## src/rtl/gpio_regbank_pkg.sv

```systemverilog
package gpio_regbank_pkg;

  localparam int unsigned OFS_DATA   = 'h00;
  localparam int unsigned OFS_DIR    = 'h04;
  localparam int unsigned OFS_PSR    = 'h08;
  localparam int unsigned OFS_CFG_LO = 'h0C;
  localparam int unsigned OFS_CFG_HI = 'h10;
  localparam int unsigned OFS_MASK   = 'h14;
  localparam int unsigned OFS_STAT   = 'h18;
  localparam int unsigned OFS_EDGE   = 'h1C;

  // word index order matches the byte offsets above
  typedef enum logic [3:0] {
    REG_DATA   = 4'd0,
    REG_DIR    = 4'd1,
    REG_PSR    = 4'd2,
    REG_CFG_LO = 4'd3,
    REG_CFG_HI = 4'd4,
    REG_MASK   = 4'd5,
    REG_STAT   = 4'd6,
    REG_EDGE   = 4'd7,
    REG_NONE   = 4'd8
  } reg_sel_e;

endpackage

```

## src/rtl/gpio_decode.sv

```systemverilog
module gpio_decode
  import gpio_regbank_pkg::*;
#(
  parameter int unsigned ADDR_W       = 6,
  parameter bit          HAS_EDGE_SEL = 1'b1
) (
  input  logic [ADDR_W-1:0] addr_i,
  output reg_sel_e          sel_o
);

  localparam int unsigned IDX_W = ADDR_W - 2;
  localparam logic [IDX_W-1:0] LAST_IDX = IDX_W'(REG_EDGE);

  logic [IDX_W-1:0] idx;
  logic             aligned;

  assign idx     = addr_i[ADDR_W-1:2];
  assign aligned = (addr_i[1:0] == 2'b00);

  always_comb begin
    sel_o = REG_NONE;
    if (aligned && idx <= LAST_IDX) begin
      sel_o = reg_sel_e'(4'(idx));
    end
    if (!HAS_EDGE_SEL && sel_o == REG_EDGE) begin
      sel_o = REG_NONE;
    end
  end

endmodule

```

## src/rtl/gpio_sync.sv

```systemverilog
module gpio_sync #(
  parameter int unsigned WIDTH  = 32,
  parameter int unsigned STAGES = 2
) (
  input  logic             clk_i,
  input  logic             rst_ni,
  input  logic [WIDTH-1:0] d_i,
  output logic [WIDTH-1:0] q_o
);

  logic [WIDTH-1:0] stage_q [STAGES];

  always_ff @(posedge clk_i or negedge rst_ni) begin
    if (!rst_ni) begin
      for (int s = 0; s < STAGES; s++) stage_q[s] <= '0;
    end else begin
      stage_q[0] <= d_i;
      for (int s = 1; s < STAGES; s++) stage_q[s] <= stage_q[s-1];
    end
  end

  assign q_o = stage_q[STAGES-1];

endmodule

```

## src/rtl/gpio_regs.sv

```systemverilog
module gpio_regs
  import gpio_regbank_pkg::*;
#(
  parameter int unsigned DATA_W       = 32,
  parameter bit          HAS_EDGE_SEL = 1'b1,
  localparam int unsigned CFG_W       = 2 * DATA_W
) (
  input  logic              clk_i,
  input  logic              rst_ni,
  input  logic              wr_i,
  input  reg_sel_e          sel_i,
  input  logic [DATA_W-1:0] wdata_i,
  input  logic [DATA_W-1:0] irq_set_i,
  output logic [DATA_W-1:0] dr_o,
  output logic [DATA_W-1:0] dir_o,
  output logic [CFG_W-1:0]  cfg_o,
  output logic [DATA_W-1:0] mask_o,
  output logic [DATA_W-1:0] stat_o,
  output logic [DATA_W-1:0] edge_sel_o
);

  logic [DATA_W-1:0] dr_q, dir_q, cfg_lo_q, cfg_hi_q, mask_q, stat_q, stat_clr;

  assign stat_clr = (wr_i && sel_i == REG_STAT) ? wdata_i : '0;

  always_ff @(posedge clk_i or negedge rst_ni) begin
    if (!rst_ni) begin
      dr_q     <= '0;
      dir_q    <= '0;
      cfg_lo_q <= '0;
      cfg_hi_q <= '0;
      mask_q   <= '0;
      stat_q   <= '0;
    end else begin
      if (wr_i && sel_i == REG_DATA)   dr_q     <= wdata_i;
      if (wr_i && sel_i == REG_DIR)    dir_q    <= wdata_i;
      if (wr_i && sel_i == REG_CFG_LO) cfg_lo_q <= wdata_i;
      if (wr_i && sel_i == REG_CFG_HI) cfg_hi_q <= wdata_i;
      if (wr_i && sel_i == REG_MASK)   mask_q   <= wdata_i;
      // new events win over a same-cycle clear
      stat_q <= (stat_q & ~stat_clr) | irq_set_i;
    end
  end

  generate
    if (HAS_EDGE_SEL) begin : g_edge
      logic [DATA_W-1:0] edge_q;
      always_ff @(posedge clk_i or negedge rst_ni) begin
        if (!rst_ni) edge_q <= '0;
        else if (wr_i && sel_i == REG_EDGE) edge_q <= wdata_i;
      end
      assign edge_sel_o = edge_q;
    end else begin : g_no_edge
      assign edge_sel_o = '0;
    end
  endgenerate

  assign dr_o   = dr_q;
  assign dir_o  = dir_q;
  assign cfg_o  = {cfg_hi_q, cfg_lo_q};
  assign mask_o = mask_q;
  assign stat_o = stat_q;

endmodule

```

## src/rtl/gpio_rdmux.sv

```systemverilog
module gpio_rdmux
  import gpio_regbank_pkg::*;
#(
  parameter int unsigned DATA_W = 32,
  localparam int unsigned CFG_W = 2 * DATA_W
) (
  input  reg_sel_e          sel_i,
  input  logic [DATA_W-1:0] dr_i,
  input  logic [DATA_W-1:0] dir_i,
  input  logic [DATA_W-1:0] psr_i,
  input  logic [CFG_W-1:0]  cfg_i,
  input  logic [DATA_W-1:0] mask_i,
  input  logic [DATA_W-1:0] stat_i,
  input  logic [DATA_W-1:0] edge_sel_i,
  output logic [DATA_W-1:0] rdata_o
);

  always_comb begin
    unique case (sel_i)
      REG_DATA:   rdata_o = (dr_i & dir_i) | (psr_i & ~dir_i);
      REG_DIR:    rdata_o = dir_i;
      REG_PSR:    rdata_o = psr_i & ~dir_i;
      REG_CFG_LO: rdata_o = cfg_i[DATA_W-1:0];
      REG_CFG_HI: rdata_o = cfg_i[CFG_W-1:DATA_W];
      REG_MASK:   rdata_o = mask_i;
      REG_STAT:   rdata_o = stat_i;
      REG_EDGE:   rdata_o = edge_sel_i;
      default:    rdata_o = '0;
    endcase
  end

endmodule

```

## src/rtl/gpio_regbank.sv

```systemverilog
module gpio_regbank
  import gpio_regbank_pkg::*;
#(
  parameter int unsigned DATA_W       = 32,
  parameter int unsigned ADDR_W       = 6,
  parameter bit          HAS_EDGE_SEL = 1'b1
) (
  input  logic                  clk_i,
  input  logic                  rst_ni,
  input  logic                  req_i,
  input  logic                  we_i,
  input  logic [ADDR_W-1:0]     addr_i,
  input  logic [DATA_W-1:0]     wdata_i,
  output logic [DATA_W-1:0]     rdata_o,
  input  logic [DATA_W-1:0]     pad_in_i,
  output logic [DATA_W-1:0]     pad_out_o,
  output logic [DATA_W-1:0]     pad_oe_o,
  output logic [DATA_W-1:0]     pad_level_o,
  output logic [2*DATA_W-1:0]   irq_cfg_o,
  output logic [DATA_W-1:0]     irq_mask_o,
  output logic [DATA_W-1:0]     irq_edge_o,
  input  logic [DATA_W-1:0]     irq_set_i,
  output logic [DATA_W-1:0]     irq_status_o
);

  localparam int unsigned CFG_W = 2 * DATA_W;

  reg_sel_e          sel;
  logic              wr, rd;
  logic [DATA_W-1:0] psr, dr, dir, mask, stat, edge_sel, rd_mux, rdata_q;
  logic [CFG_W-1:0]  cfg;

  assign wr = req_i & we_i;
  assign rd = req_i & ~we_i;

  gpio_decode #(.ADDR_W(ADDR_W), .HAS_EDGE_SEL(HAS_EDGE_SEL)) u_decode (
    .addr_i (addr_i),
    .sel_o  (sel)
  );

  gpio_sync #(.WIDTH(DATA_W), .STAGES(2)) u_sync (
    .clk_i  (clk_i),
    .rst_ni (rst_ni),
    .d_i    (pad_in_i),
    .q_o    (psr)
  );

  gpio_regs #(.DATA_W(DATA_W), .HAS_EDGE_SEL(HAS_EDGE_SEL)) u_regs (
    .clk_i      (clk_i),
    .rst_ni     (rst_ni),
    .wr_i       (wr),
    .sel_i      (sel),
    .wdata_i    (wdata_i),
    .irq_set_i  (irq_set_i),
    .dr_o       (dr),
    .dir_o      (dir),
    .cfg_o      (cfg),
    .mask_o     (mask),
    .stat_o     (stat),
    .edge_sel_o (edge_sel)
  );

  gpio_rdmux #(.DATA_W(DATA_W)) u_rdmux (
    .sel_i      (sel),
    .dr_i       (dr),
    .dir_i      (dir),
    .psr_i      (psr),
    .cfg_i      (cfg),
    .mask_i     (mask),
    .stat_i     (stat),
    .edge_sel_i (edge_sel),
    .rdata_o    (rd_mux)
  );

  always_ff @(posedge clk_i or negedge rst_ni) begin
    if (!rst_ni) rdata_q <= '0;
    else         rdata_q <= rd ? rd_mux : '0;
  end

  assign rdata_o      = rdata_q;
  assign pad_out_o    = dr & dir;
  assign pad_oe_o     = dir;
  assign pad_level_o  = psr;
  assign irq_cfg_o    = cfg;
  assign irq_mask_o   = mask;
  assign irq_edge_o   = edge_sel;
  assign irq_status_o = stat;

endmodule

```

## config.mk

```make
export PLATFORM = sky130hd
export DESIGN_NAME = gpio_regbank
export DESIGN_NICKNAME = d
export VERILOG_FILES = /design/src/rtl/gpio_regbank_pkg.sv /design/src/rtl/gpio_decode.sv /design/src/rtl/gpio_sync.sv /design/src/rtl/gpio_regs.sv /design/src/rtl/gpio_rdmux.sv /design/src/rtl/gpio_regbank.sv
export SDC_FILE = /design/constraint.sdc
export NUM_CORES = 1
export LEC_CHECK = 0
export ABC_AREA = 0
export BUFFER_PORTS_ARGS = -buffer_cell sky130_fd_sc_hd__buf_4
export CAP_MARGIN = 20
export CORE_ASPECT_RATIO = 0.6
export CORE_UTILIZATION = 45
export DETAILED_ROUTE_END_ITERATION = 6
export HOLD_SLACK_MARGIN = 0.15
export PLACE_DENSITY = 0.75
export SETUP_SLACK_MARGIN = 0.1
export SYNTH_ARGS = -nofsm -noshare
export SYNTH_HDL_FRONTEND = slang
export SYNTH_SLANG_ARGS = --single-unit
```

## constraint.sdc

```tcl
create_clock -name clk_i -period 2.9 [get_ports clk_i]
set_clock_uncertainty 0.05 [all_clocks]
set_input_delay 0.29 -clock clk_i [delete_from_list [all_inputs] [get_ports clk_i]]
set_output_delay 0.29 -clock clk_i [all_outputs]
set_load 0.02 [all_outputs]
```

==> results.md <==
* Clock edge transition at the registers on the reported setup and hold paths at 0.07 ns
* Drt total wl at about 45,000 um
* Critical Path AT at 2.62 ns
* Clock Path Buffers at 3
* I/O pin count at slightly below 400
* Area contributors post-synth: dfrtp_1, mux2_2, nand3b_1
* Largest net degree at the start of global routing at slightly below 100
* Total negative slack at 0 ns
* R2R cell count at 5
* Slowest stage delay, CP at 0.86 ns
* Leakage at 8.907 nW
* Mapped Cells at 1,020
* Slew Limit Headroom at 0.3621
* Crit path kind: in2reg
* Global-route wire length before repair at 68,110 um
* CP Cell Sequence: dlygate4sd3_1 > buf_4 > nand2_1 > or2_1 > or4b_4 > mux2_4
* Synth Flop Type: dfrtp_1
* Post-synthesis area per instance at 13.26 um2
* Worst Path Required at approximately 3.3 ns
* Die area at just over 30,000 um2
* Final worst setup slack at 0.6843 ns
* Switching Fraction at 0.2596
* Via count of the first global-routing pass at ~11,000
* Slew @ Worst Pin at approximately 0.96 ns
* Net Sw Power at around 2.7 mW
* Initial core utilization at 0.4642
* R2R Path End: rdata_o[30]
* Gr ovfl total at 0
* Total CTS buffers at 30
* Status: completed
* Setup Fix Bufs, Post-CTS at 0
* Count leader, synth: dfrtp_1
* Startpoint types: input pin
* Post-place setup slack at 0.2040 ns
* Clock latency at the later pin of the worst-skew pair at approximately 0.57 ns
* Post-synth ARST share at 1.000
* Clock Power Share at 0.385
* PortBufs at 393
* GRT Util Overall at 0.2931
* Combinational Power Share at 0.140
* Post-DP HPWL at 29,880 um
* Synth top cells by count: dfrtp_1, mux2_2, nand3b_1
* DR vias at about 11,000
* Residual DRC at 0
* Die Y at roughly 140 um
* Synth area leader: dfrtp_1
* R2R Setup Slk at around 0.93 ns
* HP Class: in2async
* R2r startpoint: u_regs.dir_o[30]
* Power Dens Cells at ~550 nW/um2
* Area share of the largest cell type after synthesis at 0.5923
* Post-synthesis cell area at ~14,000 um2
* Number of placement rows at between 40 and 50
* Core area at 29,130 um2
* Final Slew Violations at 0
* Yosys Warn Count at 0
* Crit path max-delay family: simple AND/OR/NAND/NOR gates
* RSZ-0062 raised after global routing: false
* Crit-path max FO at 32
* Max-cap viol count at 0
* Net count, final at between 1,500 and 2,000
* DRT iter0 DRCs at between 900 and 1,000
* Final setup violation count at 0
* Critical Path End Type: flop
* Horiz. Die Dim at roughly 230 um
* Drt pass-1 iters at 5
* Min Tclk post-route at about 2.2 ns
* Max Clock Freq at between 400 and 500 MHz
* Period utilization at 0.7641
* Worst vdd rail ir drop at between 0.0003 and 0.0004 V
* Post-synth cell types at 38
* Routed Antenna Nets at 0
* Slowest stage cell, crit path: or4b_4
* H-tree Lvls at 1
* Post-synth EDFFs at 0
* Sequential share of power at 0.475
* CTS tree: built
* Synthesis-stage register bit count at 320
* Clock root cell: clkbuf_16
* Share of cells above drive strength 1 at 0.4517
* WHS at between 0.2 and 0.3 ns
* Initial antenna violation count at 1
* CTS sink cnt at 320
* Synthesized Nets at about 1,100
* Wire per inst at 23.37 um
* Post-synthesis sequential area ratio at 0.5923
* P_int at ~7.7 mW
* Synthesis-to-finish area growth at 41.56%
* Vias per inst at approximately 5.7
* Worst Path Buf+Inv at 2
* Total Power at 10.44 mW
* RD Place Congestion at between 0.8 and 0.9
* # resized after CTS at 0
* Final Hold Fails at 0
area by class of cell:
| cell class | instances | area, um2 |
|---|---|---|
| fill | 2105 | 9988 |
| sequential | 320 | 8008 |
| multi-input combinational | 601 | 5037 |
| timing repair buffer | 563 | 4587 |
| clock buffer | 47 | 895.9 |
| tap | 400 | 500.5 |
| clock inverter | 8 | 101.3 |
| inverter | 2 | 7.507 |
| antenna | 1 | 2.502 |
flip-flops by register name, summed over array words and instances (netlist names):
| signal | cells |
|---|---|
| rdata_o | 32 |
| u_regs.cfg_hi_q | 32 |
| u_regs.cfg_lo_q | 32 |
| u_regs.dir_o | 32 |
| u_regs.dr_o | 32 |
| u_regs.edge_sel_o | 32 |
| u_regs.mask_o | 32 |
| u_regs.stat_o | 32 |
| u_sync.q_o | 32 |
| u_sync.stage_q | 32 |
power groups by stage:
stage                     Combinational, mW  Clock [mW]  Sequential (mW)
after floorplan                       0.414           0             5.20
after global placement                 1.32           0             5.02
after detailed placement               1.34           0             5.03
after CTS                              1.46        4.10             4.95
after global routing                   1.54        4.27             4.99
final                                  1.46        4.02             4.96
stage by stage:
step / instance area, um2 / util / instances
finish: 19140 / 0.6571 / 1942
global route: 19140 / 0.6571 / 1942
CTS: 19140 / 0.6570 / 1941
detailed placement: 16830 / 0.5777 / 1755
global placement: 16830 / 0.5777 / 1755
floorplan: 13520 / - / 1020
worst max-delay path by stage:
stage | startpoint | to | slack (ns) | cells past startpoint
after detailed placement | addr_i[1] | u_regs.cfg_lo_q[8] | 0.20 | 5
after floorplan | addr_i[1] | u_regs.cfg_lo_q[10] | 0.70 | 6
after global routing | addr_i[3] | u_regs.stat_o[16] | 0.61 | 7
final | we_i | u_regs.cfg_lo_q[13] | 0.68 | 6
after global placement | addr_i[1] | u_regs.cfg_lo_q[19] | 0.24 | 5
after CTS | we_i | u_regs.cfg_lo_q[10] | 0.68 | 6
metal layers:
metal  wire length (um)  share of wire  global-route usage
met5                  0              0                   0
met1              18600           0.41              0.3950
met2              21050           0.46              0.4626
met4               1464          0.032             0.09713
met3               4266          0.094             0.07564
cell usage in the layout (no fill, tap or decap), drive strengths merged, types with 3 or more instances in the layout:
cell type and n:
a21o 32, a21oi 31, a221oi 31, a22oi 46, a31oi 14, a41oi 17, and2 32, buf 432
clkbuf 47, clkinv 3, clkinvlp 3, dfrtp 320, dlygate4sd3 131, mux2 192, nand2 51, nand3 4
nand3b 65, nor2 4, nor2b 31, o21ai 19, or2 15, or3 4
logic make-up after synthesis:
group / Yosys count / synth area share
simple gates: 215 / 0.09661
mux: 193 / 0.1690
flops: 320 / 0.5923
compound gates: 193 / 0.1012
buf+inv: 99 / 0.04090
repair_timing:
action	4_1_cts	5_1_grt
setup endpoints to repair	0	0
endpoints found under the hold margin	342	0
hold buffers	131	0
Note: power is estimated with default switching activity, not from simulation.
